File: config.mk
export PLATFORM = sky130hd
export DESIGN_NAME = banked_vram_mapper
export DESIGN_NICKNAME = d
export VERILOG_FILES = /design/src/rtl/vram_map_pkg.sv /design/src/rtl/vram_bank_reg.sv /design/src/rtl/vram_addr_xlate.sv /design/src/rtl/vram_read_return.sv /design/src/rtl/banked_vram_mapper.sv
export SDC_FILE = /design/constraint.sdc
export NUM_CORES = 1
export LEC_CHECK = 0
export ABC_AREA = 1
export CORE_MARGIN = 2
export CORE_UTILIZATION = 40
export CTS_CLUSTER_SIZE = 24
export DETAILED_ROUTE_END_ITERATION = 6
export PLACE_DENSITY = 0.81
export SETUP_SLACK_MARGIN = 0.4
export SKIP_CTS_REPAIR_TIMING = 1
export SYNTH_ARGS = -nofsm -noshare
export SYNTH_HDL_FRONTEND = slang
export SYNTH_HIERARCHICAL = 1
export SYNTH_SLANG_ARGS = --single-unit
File: constraint.sdc
create_clock -name clk -period 1.6 [get_ports clk]
set_input_delay 0.32 -clock clk [delete_from_list [all_inputs] [get_ports clk]]
set_output_delay 0.32 -clock clk [all_outputs]
set_load 0.005 [all_outputs]
File: src/rtl/vram_map_pkg.sv
package vram_map_pkg;

  localparam int XAW = 40;
  typedef logic [XAW-1:0] xaddr_t;

  typedef enum logic [1:0] {
    AM_PLANAR     = 2'd0,
    AM_INTERLEAVE = 2'd1,
    AM_LINEAR     = 2'd2
  } acc_mode_e;

  typedef struct packed {
    acc_mode_e  mode;
    logic       oor;
    logic       wr_ok;
    xaddr_t     word;
    logic [1:0] lane;
    logic [3:0] be;
  } xlate_t;

  // Linear byte mode has priority over interleaved, which has priority over planar.
  function automatic acc_mode_e pick_mode(input logic chain4, input logic oddeven);
    if (chain4)       return AM_LINEAR;
    else if (oddeven) return AM_INTERLEAVE;
    else              return AM_PLANAR;
  endfunction

  // Clear bit 0 of the address, shift left by one, then insert the two plane bits.
  function automatic xaddr_t interleave_byte(input xaddr_t a, input logic [1:0] plane);
    return {a[XAW-2:1], plane};
  endfunction

  function automatic logic beyond(input xaddr_t byte_addr, input xaddr_t size);
    return byte_addr >= size;
  endfunction

  function automatic logic [3:0] lane_onehot(input logic [1:0] l);
    return 4'b0001 << l;
  endfunction

endpackage

File: src/rtl/vram_bank_reg.sv
module vram_bank_reg #(
  parameter int                BANK_W    = 4,
  parameter logic [BANK_W-1:0] BANK_MASK = 'h3
) (
  input  logic              clk,
  input  logic              rst_n,
  input  logic              bank_we,
  input  logic [BANK_W-1:0] bank_wdata,
  output logic [BANK_W-1:0] bank_q
);

  always_ff @(posedge clk or negedge rst_n) begin
    if (!rst_n)       bank_q <= '0;
    else if (bank_we) bank_q <= bank_wdata & BANK_MASK;
  end

  // the stored bank is always the masked write value
  a_r1_bank_masked: assert property (@(posedge clk) disable iff (!rst_n)
    bank_we |=> bank_q == ($past(bank_wdata) & BANK_MASK));

endmodule

File: src/rtl/vram_addr_xlate.sv
module vram_addr_xlate
  import vram_map_pkg::*;
#(
  parameter int          WIN_AW     = 16,
  parameter int          BANK_W     = 4,
  parameter int unsigned VRAM_BYTES = 32'h30000
) (
  input  logic [WIN_AW-1:0] host_addr,
  input  logic              host_we,
  input  logic [BANK_W-1:0] bank,
  input  logic              chain4,
  input  logic              oddeven,
  input  logic [1:0]        read_plane,
  input  logic [3:0]        plane_wmask,
  output xlate_t            xl
);

  localparam xaddr_t SIZE_X = xaddr_t'(VRAM_BYTES);

  xaddr_t     eff;
  xaddr_t     byte_a;
  logic [1:0] plane_rd;
  logic [1:0] plane_wr;

  always_comb begin
    // the bank offset is added first; translation and range check follow
    eff      = xaddr_t'(host_addr) + (xaddr_t'(bank) << 16);
    plane_rd = {read_plane[1], eff[0]};
    plane_wr = {1'b0, eff[0]};
    xl       = '0;
    xl.mode  = pick_mode(chain4, oddeven);
    case (xl.mode)
      AM_LINEAR: begin
        byte_a   = eff;
        xl.word  = eff >> 2;
        xl.lane  = eff[1:0];
        xl.wr_ok = plane_wmask[eff[1:0]];
        xl.be    = lane_onehot(eff[1:0]);
      end
      AM_INTERLEAVE: begin
        byte_a   = interleave_byte(eff, host_we ? plane_wr : plane_rd);
        xl.word  = byte_a >> 2;
        xl.lane  = byte_a[1:0];
        xl.wr_ok = plane_wmask[plane_wr];
        xl.be    = lane_onehot(byte_a[1:0]);
      end
      default: begin
        byte_a   = eff << 2;
        xl.word  = eff;
        xl.lane  = read_plane;
        xl.wr_ok = |plane_wmask;
        xl.be    = plane_wmask;
      end
    endcase
    xl.oor = beyond(byte_a, SIZE_X);
  end

endmodule

File: src/rtl/vram_read_return.sv
module vram_read_return (
  input  logic        clk,
  input  logic        rst_n,
  input  logic        issue_rd,
  input  logic        issue_oor,
  input  logic        issue_planar,
  input  logic [1:0]  issue_lane,
  input  logic [31:0] ram_rdata,
  output logic [7:0]  rdata,
  output logic        rvalid,
  output logic [31:0] latch_q,
  output logic        latch_load
);

  logic       p_rd, p_oor, p_planar;
  logic [1:0] p_lane;
  logic [7:0] lane_byte [4];

  for (genvar g = 0; g < 4; g++) begin : g_lane
    assign lane_byte[g] = ram_rdata[8*g +: 8];
  end

  always_ff @(posedge clk or negedge rst_n) begin
    if (!rst_n) begin
      p_rd     <= 1'b0;
      p_oor    <= 1'b0;
      p_planar <= 1'b0;
      p_lane   <= '0;
    end else begin
      p_rd     <= issue_rd;
      p_oor    <= issue_oor;
      p_planar <= issue_planar;
      p_lane   <= issue_lane;
    end
  end

  assign latch_load = p_rd & p_planar & ~p_oor;

  always_ff @(posedge clk or negedge rst_n) begin
    if (!rst_n) begin
      rvalid  <= 1'b0;
      rdata   <= '0;
      latch_q <= '0;
    end else begin
      rvalid <= p_rd;
      if (p_rd) rdata <= p_oor ? 8'hFF : lane_byte[p_lane];
      if (latch_load) latch_q <= ram_rdata;
    end
  end

  // an out-of-range read returns all ones
  a_r7_oor_reads_ff: assert property (@(posedge clk) disable iff (!rst_n)
    (p_rd && p_oor) |=> rdata == 8'hFF);
  // the latch moves only on an in-range planar read
  a_r8_latch_hold: assert property (@(posedge clk) disable iff (!rst_n)
    !latch_load |=> $stable(latch_q));
  // read data is valid two edges after the request
  a_r9_rvalid_after_read: assert property (@(posedge clk) disable iff (!rst_n)
    issue_rd |-> ##2 rvalid);

endmodule

File: src/rtl/banked_vram_mapper.sv
module banked_vram_mapper
  import vram_map_pkg::*;
#(
  parameter int                WIN_AW     = 16,
  parameter int                BANK_W     = 4,
  parameter logic [BANK_W-1:0] BANK_MASK  = 'h3,
  parameter int unsigned       VRAM_BYTES = 32'h30000,
  localparam int               RAM_AW     = $clog2(VRAM_BYTES / 4)
) (
  input  logic              clk,
  input  logic              rst_n,
  input  logic              host_req,
  input  logic              host_we,
  input  logic [WIN_AW-1:0] host_addr,
  input  logic [7:0]        host_wdata,
  output logic [7:0]        host_rdata,
  output logic              host_rvalid,
  input  logic              seq_chain4,
  input  logic              gfx_oddeven,
  input  logic [1:0]        gfx_read_plane,
  input  logic [3:0]        seq_plane_wmask,
  input  logic              bank_we,
  input  logic [BANK_W-1:0] bank_wdata,
  output logic              ram_en,
  output logic              ram_we,
  output logic [RAM_AW-1:0] ram_addr,
  output logic [3:0]        ram_be,
  output logic [31:0]       ram_wdata,
  input  logic [31:0]       ram_rdata,
  output logic [31:0]       latch_q
);

  logic [BANK_W-1:0] bank_q;
  xlate_t            xl;
  logic              issue_rd;
  logic              latch_load;
  logic              unused_hi;

  vram_bank_reg #(.BANK_W(BANK_W), .BANK_MASK(BANK_MASK)) u_bank (
    .clk(clk), .rst_n(rst_n), .bank_we(bank_we), .bank_wdata(bank_wdata), .bank_q(bank_q)
  );

  vram_addr_xlate #(.WIN_AW(WIN_AW), .BANK_W(BANK_W), .VRAM_BYTES(VRAM_BYTES)) u_xlate (
    .host_addr(host_addr), .host_we(host_we), .bank(bank_q),
    .chain4(seq_chain4), .oddeven(gfx_oddeven), .read_plane(gfx_read_plane),
    .plane_wmask(seq_plane_wmask), .xl(xl)
  );

  assign ram_en    = host_req & ~xl.oor & (~host_we | xl.wr_ok);
  assign ram_we    = ram_en & host_we;
  assign ram_addr  = xl.word[RAM_AW-1:0];
  assign unused_hi = ^xl.word[XAW-1:RAM_AW];
  assign ram_be    = host_we ? xl.be : 4'hF;
  assign ram_wdata = {4{host_wdata}};
  assign issue_rd  = host_req & ~host_we;

  vram_read_return u_ret (
    .clk(clk), .rst_n(rst_n), .issue_rd(issue_rd), .issue_oor(xl.oor),
    .issue_planar(xl.mode == AM_PLANAR), .issue_lane(xl.lane),
    .ram_rdata(ram_rdata), .rdata(host_rdata), .rvalid(host_rvalid),
    .latch_q(latch_q), .latch_load(latch_load)
  );

  // a linear-mode write touches exactly one byte lane
  a_r3_single_lane: assert property (@(posedge clk) disable iff (!rst_n)
    (ram_we && seq_chain4) |-> $countones(ram_be) == 1);
  // planar writes carry the same byte on every lane
  a_r6_replicated: assert property (@(posedge clk) disable iff (!rst_n)
    (ram_we && !seq_chain4 && !gfx_oddeven) |->
      (ram_wdata[31:24] == host_wdata && ram_wdata[15:8] == ram_wdata[7:0]));
  // a write never yields read data
  a_r9_no_rvalid_on_write: assert property (@(posedge clk) disable iff (!rst_n)
    (host_req && host_we) |-> ##2 !host_rvalid);

endmodule

==> reports/qor.txt, run 1 <==
TritonCTS Buffers = 5
Met3 GRT Util = 4.27%
Clock H-tree levels = 2
Via count = 3167
Rows = 32
Mapped Avg Cell Area = 7.52 um2
Die area = 8450 um2
I/O pins = 168
Hold Fails Final Rpt = 0
Starting DRC count in detailed routing = 147
VDD IR max = 0.000409 V
Crit path max-delay cell type = nor2_4
Synthesized area = 3090 um2
Combinational group share of total power = 42.6%
Most frequent CP cell = buf_6
Worst hold path type = primary input to async pin
Initial antenna violation count = 0
Largest net degree at the start of global routing = 65
Reg clk slew, reported paths = 80 ps
Die Span Y = 91.9 um
Pleak = 0.00277 uW
Initial Util = 40.6%
Sw Ratio = 30.5%
Kind of critical path = primary input to output pin
Tmin final = 1900 ps
F_max = 0.526 GHz
Internal Power = 3160 uW
Clk_skew = 11.3 ps
Setup slack after layout = -303 ps
Core area = 7610 um2
Max incr delay on CP = 200 ps
Net Sw Power = 1390 uW
PwrDens = 923 nW/um2
Fin nets = 627
ANT cells = 0
Seq pwr share = 38.5%
Share of layout cells above drive strength 1 = 32.8%
Met1 Use GR = 22.0%
Worst r2r src = u_ret/p_lane[1]$_DFF_PN0_
Unrepaired setup endpoints after global routing = yes
Critical-path cell list = buf_6, buf_6, nor2_4, buf_6, nand2_4, nand2_2, nor2_2, nand2_1, nand3_2, inv_2, buf_6, nand2_4, a21oi_2, clkbuf_2
TritonCTS clock tree = done
Final setup TNS = -1640 ps
CP required = 1280 ps
First-pass GRT wire length = 13200 um
Critical path's top delay family = buffers and inverters
Dpl ws = -883 ps
Drt pass-1 iters = 4
Outcome = finished, violations left
WL final = 9430 um
Crit path DAT = 1580 ps
DR vias/cell = 4.82
Synth warn = 6
Placed insts = 615
GR peak layer = met2
Failing checks = negative setup slack
CTS max path bufs = 2
GRT Util Overall = 19.2%
Critical path origin = seq_chain4
Final worst-path cycle share = 119%
Met2 Usage GRT = 35.5%
Cells after synthesis = 411
Die Wd = 91.9 um
Max-slew violations = 0
Crit start category = primary input
Hold slack = 433 ps
Final RePlAce weighted congestion = 0.832
Detail Placement HPWL = 6410 um
Setup violations, final = 17
Antenna Violating Nets Remaining = 0
Max Cap Violations = 0
Worst-path maximum fanout = 5
Fillcell total = 642
Non-filler instance count after layout = 657
# clock sinks = 48
Port bufs = 125
Area delta synth->final = 59.5%
WP buf/inv = 6
Area of placed instances = 4350 um2
Crit. End Element = output pin
Vias in the first global route = 2973
CTS root buffer = clkbuf_8
Routed wire per std cell = 14.4 um
Clock network fraction of total power = 18.9%
Final instance area = 4930 um2
Worst-Skew Late Latency = 300 ps
Grt total ovfl = 0
DRC = 0
## through the flow
stage / power, uW / utilization, %
5_1_grt: 4850 / 64.8
4_1_cts: 4430 / 58.6
3_3_place_gp: 3480 / 57.2
2_1_floorplan: 2480 / -
3_5_place_dp: 3550 / 57.2
6_report: 4550 / 64.8
## layout make-up
| cell class | count | area [um2] | share of cell area [%] |
|---|---|---|---|
| Clock buffer | 6 | 72.6 | 1.47 |
| Clock inverter | 2 | 35.0 | 0.711 |
| Inverter | 74 | 289 | 5.86 |
| Multi-Input combinational cell | 238 | 1380 | 28.0 |
| Sequential cell | 48 | 1200 | 24.4 |
| Tap cell | 102 | 128 | 2.59 |
| Timing Repair Buffer | 186 | 1810 | 36.8 |
| Timing Repair inverter | 1 | 7.51 | 0.152 |
## registers in the layout, indices dropped and copies added, names as in the netlist
| name | flops |
|---|---|
| u_ret/p_oor | 1 |
| u_ret/rdata | 8 |
| u_ret/rvalid | 1 |
| u_ret/p_planar | 1 |
| u_ret/p_rd | 1 |
| u_bank/bank_q | 2 |
| u_ret/p_lane | 2 |
| u_ret/latch_q | 32 |
## metal layers
metal,part of all wire (%),wire length [um]
met5,0,0
met4,2.5,236
met3,8.1,765
met2,52,4870
met1,38,3560
## final timing paths
check                                           endpoint  cells past startpoint  slack (ps)
max                                               ram_en                     14        -300
min                        u_ret/latch_q[10]$_DFFE_PN0P_                      2         430
max reg2reg                   u_ret/rdata[4]$_DFFE_PN0P_                      5         480
min reg2reg                u_ret/latch_q[15]$_DFFE_PN0P_                      2         490
max in group asynchronous      u_ret/p_lane[1]$_DFF_PN0_                      3         660
min in group clk                    u_ret/p_rd$_DFF_PN0_                      3         440
## cells in the final DEF (no fill, tap or decap), types with 5 or more instances in the layout
cell type        count
inv_2                8
clkbuf_2            14
o21ai_2             28
nor2_1               6
buf_4               38
nand3_1             28
clkdlybuf4s50_1     47
inv_1               63
buf_6               18
or2_2                8
o221ai_2             5
dlymetal6s2s_1      45
nand2_1            110
buf_2               17
o21ai_1             16
dfrtp_1             46
clkbuf_8             5
## power groups by stage
stage	registers, uW	logic, uW	clock network, uW
floorplan	1780	703	0
detailed placement	1770	1780	0
global placement	1750	1730	0
global route	1790	2120	938
finish	1750	1940	859
CTS	1750	1780	896
Power figures use the tool's default switching activity.
==> inputs of run 2 (changes only) <==
Settings changed: SLEW_MARGIN from default to 20.
==> results of run 2 <==
The final DEF is identical to that of run 1; final timing and power are the same.
==> inputs of run 3 (changes only) <==
Settings changed: CORE_ASPECT_RATIO from default to 1.25, GPL_TIMING_DRIVEN from default to 0, SETUP_SLACK_MARGIN 0.4 to 0.2.
==> reports/qor.txt, run 3 (synthesis gave the netlist of run 1 again) <==
Worst hold path type = primary input to flip-flop
Rows = 35 (+9.4%)
Clk_skew = 9.84 ps (-1.51 ps)
Crit path DAT = 1500 ps (-80 ps)
Reg clk slew, reported paths = 80 ps (about the same)
Max incr delay on CP = 480 ps (+280 ps)
Max-slew violations = 0 (unchanged)
Critical-path cell list = clkdlybuf4s50_1, inv_1, nand2_1, o211ai_1, nand2_1, nand2_1, nand2_1, inv_1, a21oi_2, buf_2
Core area = 7440 um2 (-2.1%)
TritonCTS clock tree = done
VDD IR max = 0.000711 V (+74%)
Starting DRC count in detailed routing = 132 (-10%)
I/O pins = 168 (unchanged)
Hold slack = 156 ps (-277 ps)
DRC = 0 (unchanged)
PwrDens = 834 nW/um2 (-9.6%)
Routed wire per std cell = 14.7 um (+2.4%)
First-pass GRT wire length = 14400 um (+8.7%)
Top reg by flops = u_ret/latch_q
Initial antenna violation count = 0 (unchanged)
Most frequent CP cell = nand2_1
Dpl ws = -1080 ps (-194 ps)
Setup slack after layout = -215 ps (+87.2 ps)
Crit start category = primary input
Final Core Density = 73.3% (+8.5 points)
Die Span Y = 102 um (+11%)
Antenna Violating Nets Remaining = 0 (unchanged)
CP required = 1280 ps (about the same)
DR vias/cell = 4.89 (+1.3%)
Failing checks = negative setup slack
Final worst-path cycle share = 113% (-5.5 points)
Crit. End Element = output pin
Kind of critical path = primary input to output pin
Hold Fails Final Rpt = 0 (unchanged)
Tmin final = 1820 ps (-87.2 ps)
Most frequent cells in the layout = nand2_1 (111), clkdlybuf4s50_1 (75), buf_4 (66)
Area delta synth->final = 76.5%
Detail Placement HPWL = 7550 um (+18%)
GRT Util Overall = 22.0% (+2.8 points)
Max Cap Violations = 0 (unchanged)
TritonCTS Buffers = 5 (unchanged)
Grt total ovfl = 0 (unchanged)
CTS root buffer = clkbuf_8
Largest net degree at the start of global routing = 29 (-55%)
WL final = 10400 um (+10%)
Share of layout cells above drive strength 1 = 31.4% (-1.4 points)
ANT cells = 0 (unchanged)
Drt pass-1 iters = 4 (unchanged)
Final setup TNS = -1050 ps (+583 ps)
Via count = 3454 (+9.1%)
CTS max path bufs = 2 (unchanged)
Setup violations, final = 10 (-7)
Worst-path maximum fanout = 2 (-3)
Biggest regs = u_ret/latch_q (32), u_ret/rdata (8)
Crit path max-delay cell type = clkdlybuf4s50_1
Clock H-tree levels = 2 (unchanged)
Initial Util = 41.5% (+0.89 points)
# clock sinks = 48 (unchanged)
Pleak = 0.00313 uW (+13%)
Worst-Skew Late Latency = 300 ps (about the same)
Largest register FFs = 32 (unchanged)
Most common cell after layout, fill and taps aside = nand2_1
Die area = 8450 um2 (about the same)
Die Wd = 82.6 um (-10%)
Port bufs = 155 (+24%)
Fin nets = 687 (+9.6%)
F_max = 0.551 GHz (+4.8%)
Vias in the first global route = 3302 (+11%)
Unrepaired setup endpoints after global routing = yes
Outcome = finished, violations left
Final RePlAce weighted congestion = 0.888 (+6.7%)
## run 3: final timing paths
| kind | start | to | slack, ps | cells after the start |
|---|---|---|---|---|
| hold reg to reg | u_ret/latch_q[4]$_DFFE_PN0P_ | u_ret/latch_q[4]$_DFFE_PN0P_ | 490 | 2 |
| max in group asynchronous | rst_n | u_ret/p_rd$_DFF_PN0_ | 550 | 3 |
| hold / removal | seq_chain4 | u_ret/p_planar$_DFF_PN0_ | 160 | 2 |
| setup / recovery | seq_plane_wmask[3] | ram_en | -220 | 10 |
| setup reg to reg | u_ret/p_rd$_DFF_PN0_ | u_ret/latch_q[29]$_DFFE_PN0P_ | 310 | 7 |
| min in group asynchronous | rst_n | u_ret/latch_q[24]$_DFFE_PN0P_ | 510 | 2 |
## run 3: critical path: cells and delay by family
| kind | cells | cell delay (ps) |
|---|---|---|
| and+or+nand+nor | 4 | 250 |
| AOI/OAI and AO/OA | 2 | 200 |
| buffers and inverters | 4 | 720 |
## run 3: final cells by class
cell class / count / area [um2]
plain buffers: 52 / 424
clock buffers: 7 / 86.3
clock inverters: 1 / 7.51
fillers: 563 / 1990
inverters: 74 / 285
multi-input cells: 238 / 1340
flip-flops and latches: 48 / 1200
well taps: 92 / 115
repair buffers: 195 / 1990
## run 3: report_power, final
group,internal [uW],switching (uW)
clock,351,386
combinational,1250,824
sequential,1550,178
## run 3: stage by stage
stage / instances / instance area (um2) / power [uW]
after floorplan: 412 / 3120 / 2480
after global placement: 659 / 4790 / 3600
after detailed placement: 660 / 4800 / 3670
after CTS: 668 / 4900 / 4420
after global routing: 707 / 5460 / 4860
final: 707 / 5460 / 4550
## run 3: per-layer routing
metal	GRT usage, %	routed length (um)	share of wire (%)
met1	23.0	3870	37
met2	40.4	5380	52
met3	7.24	908	8.7
met4	7.69	242	2.3
met5	0	0	0
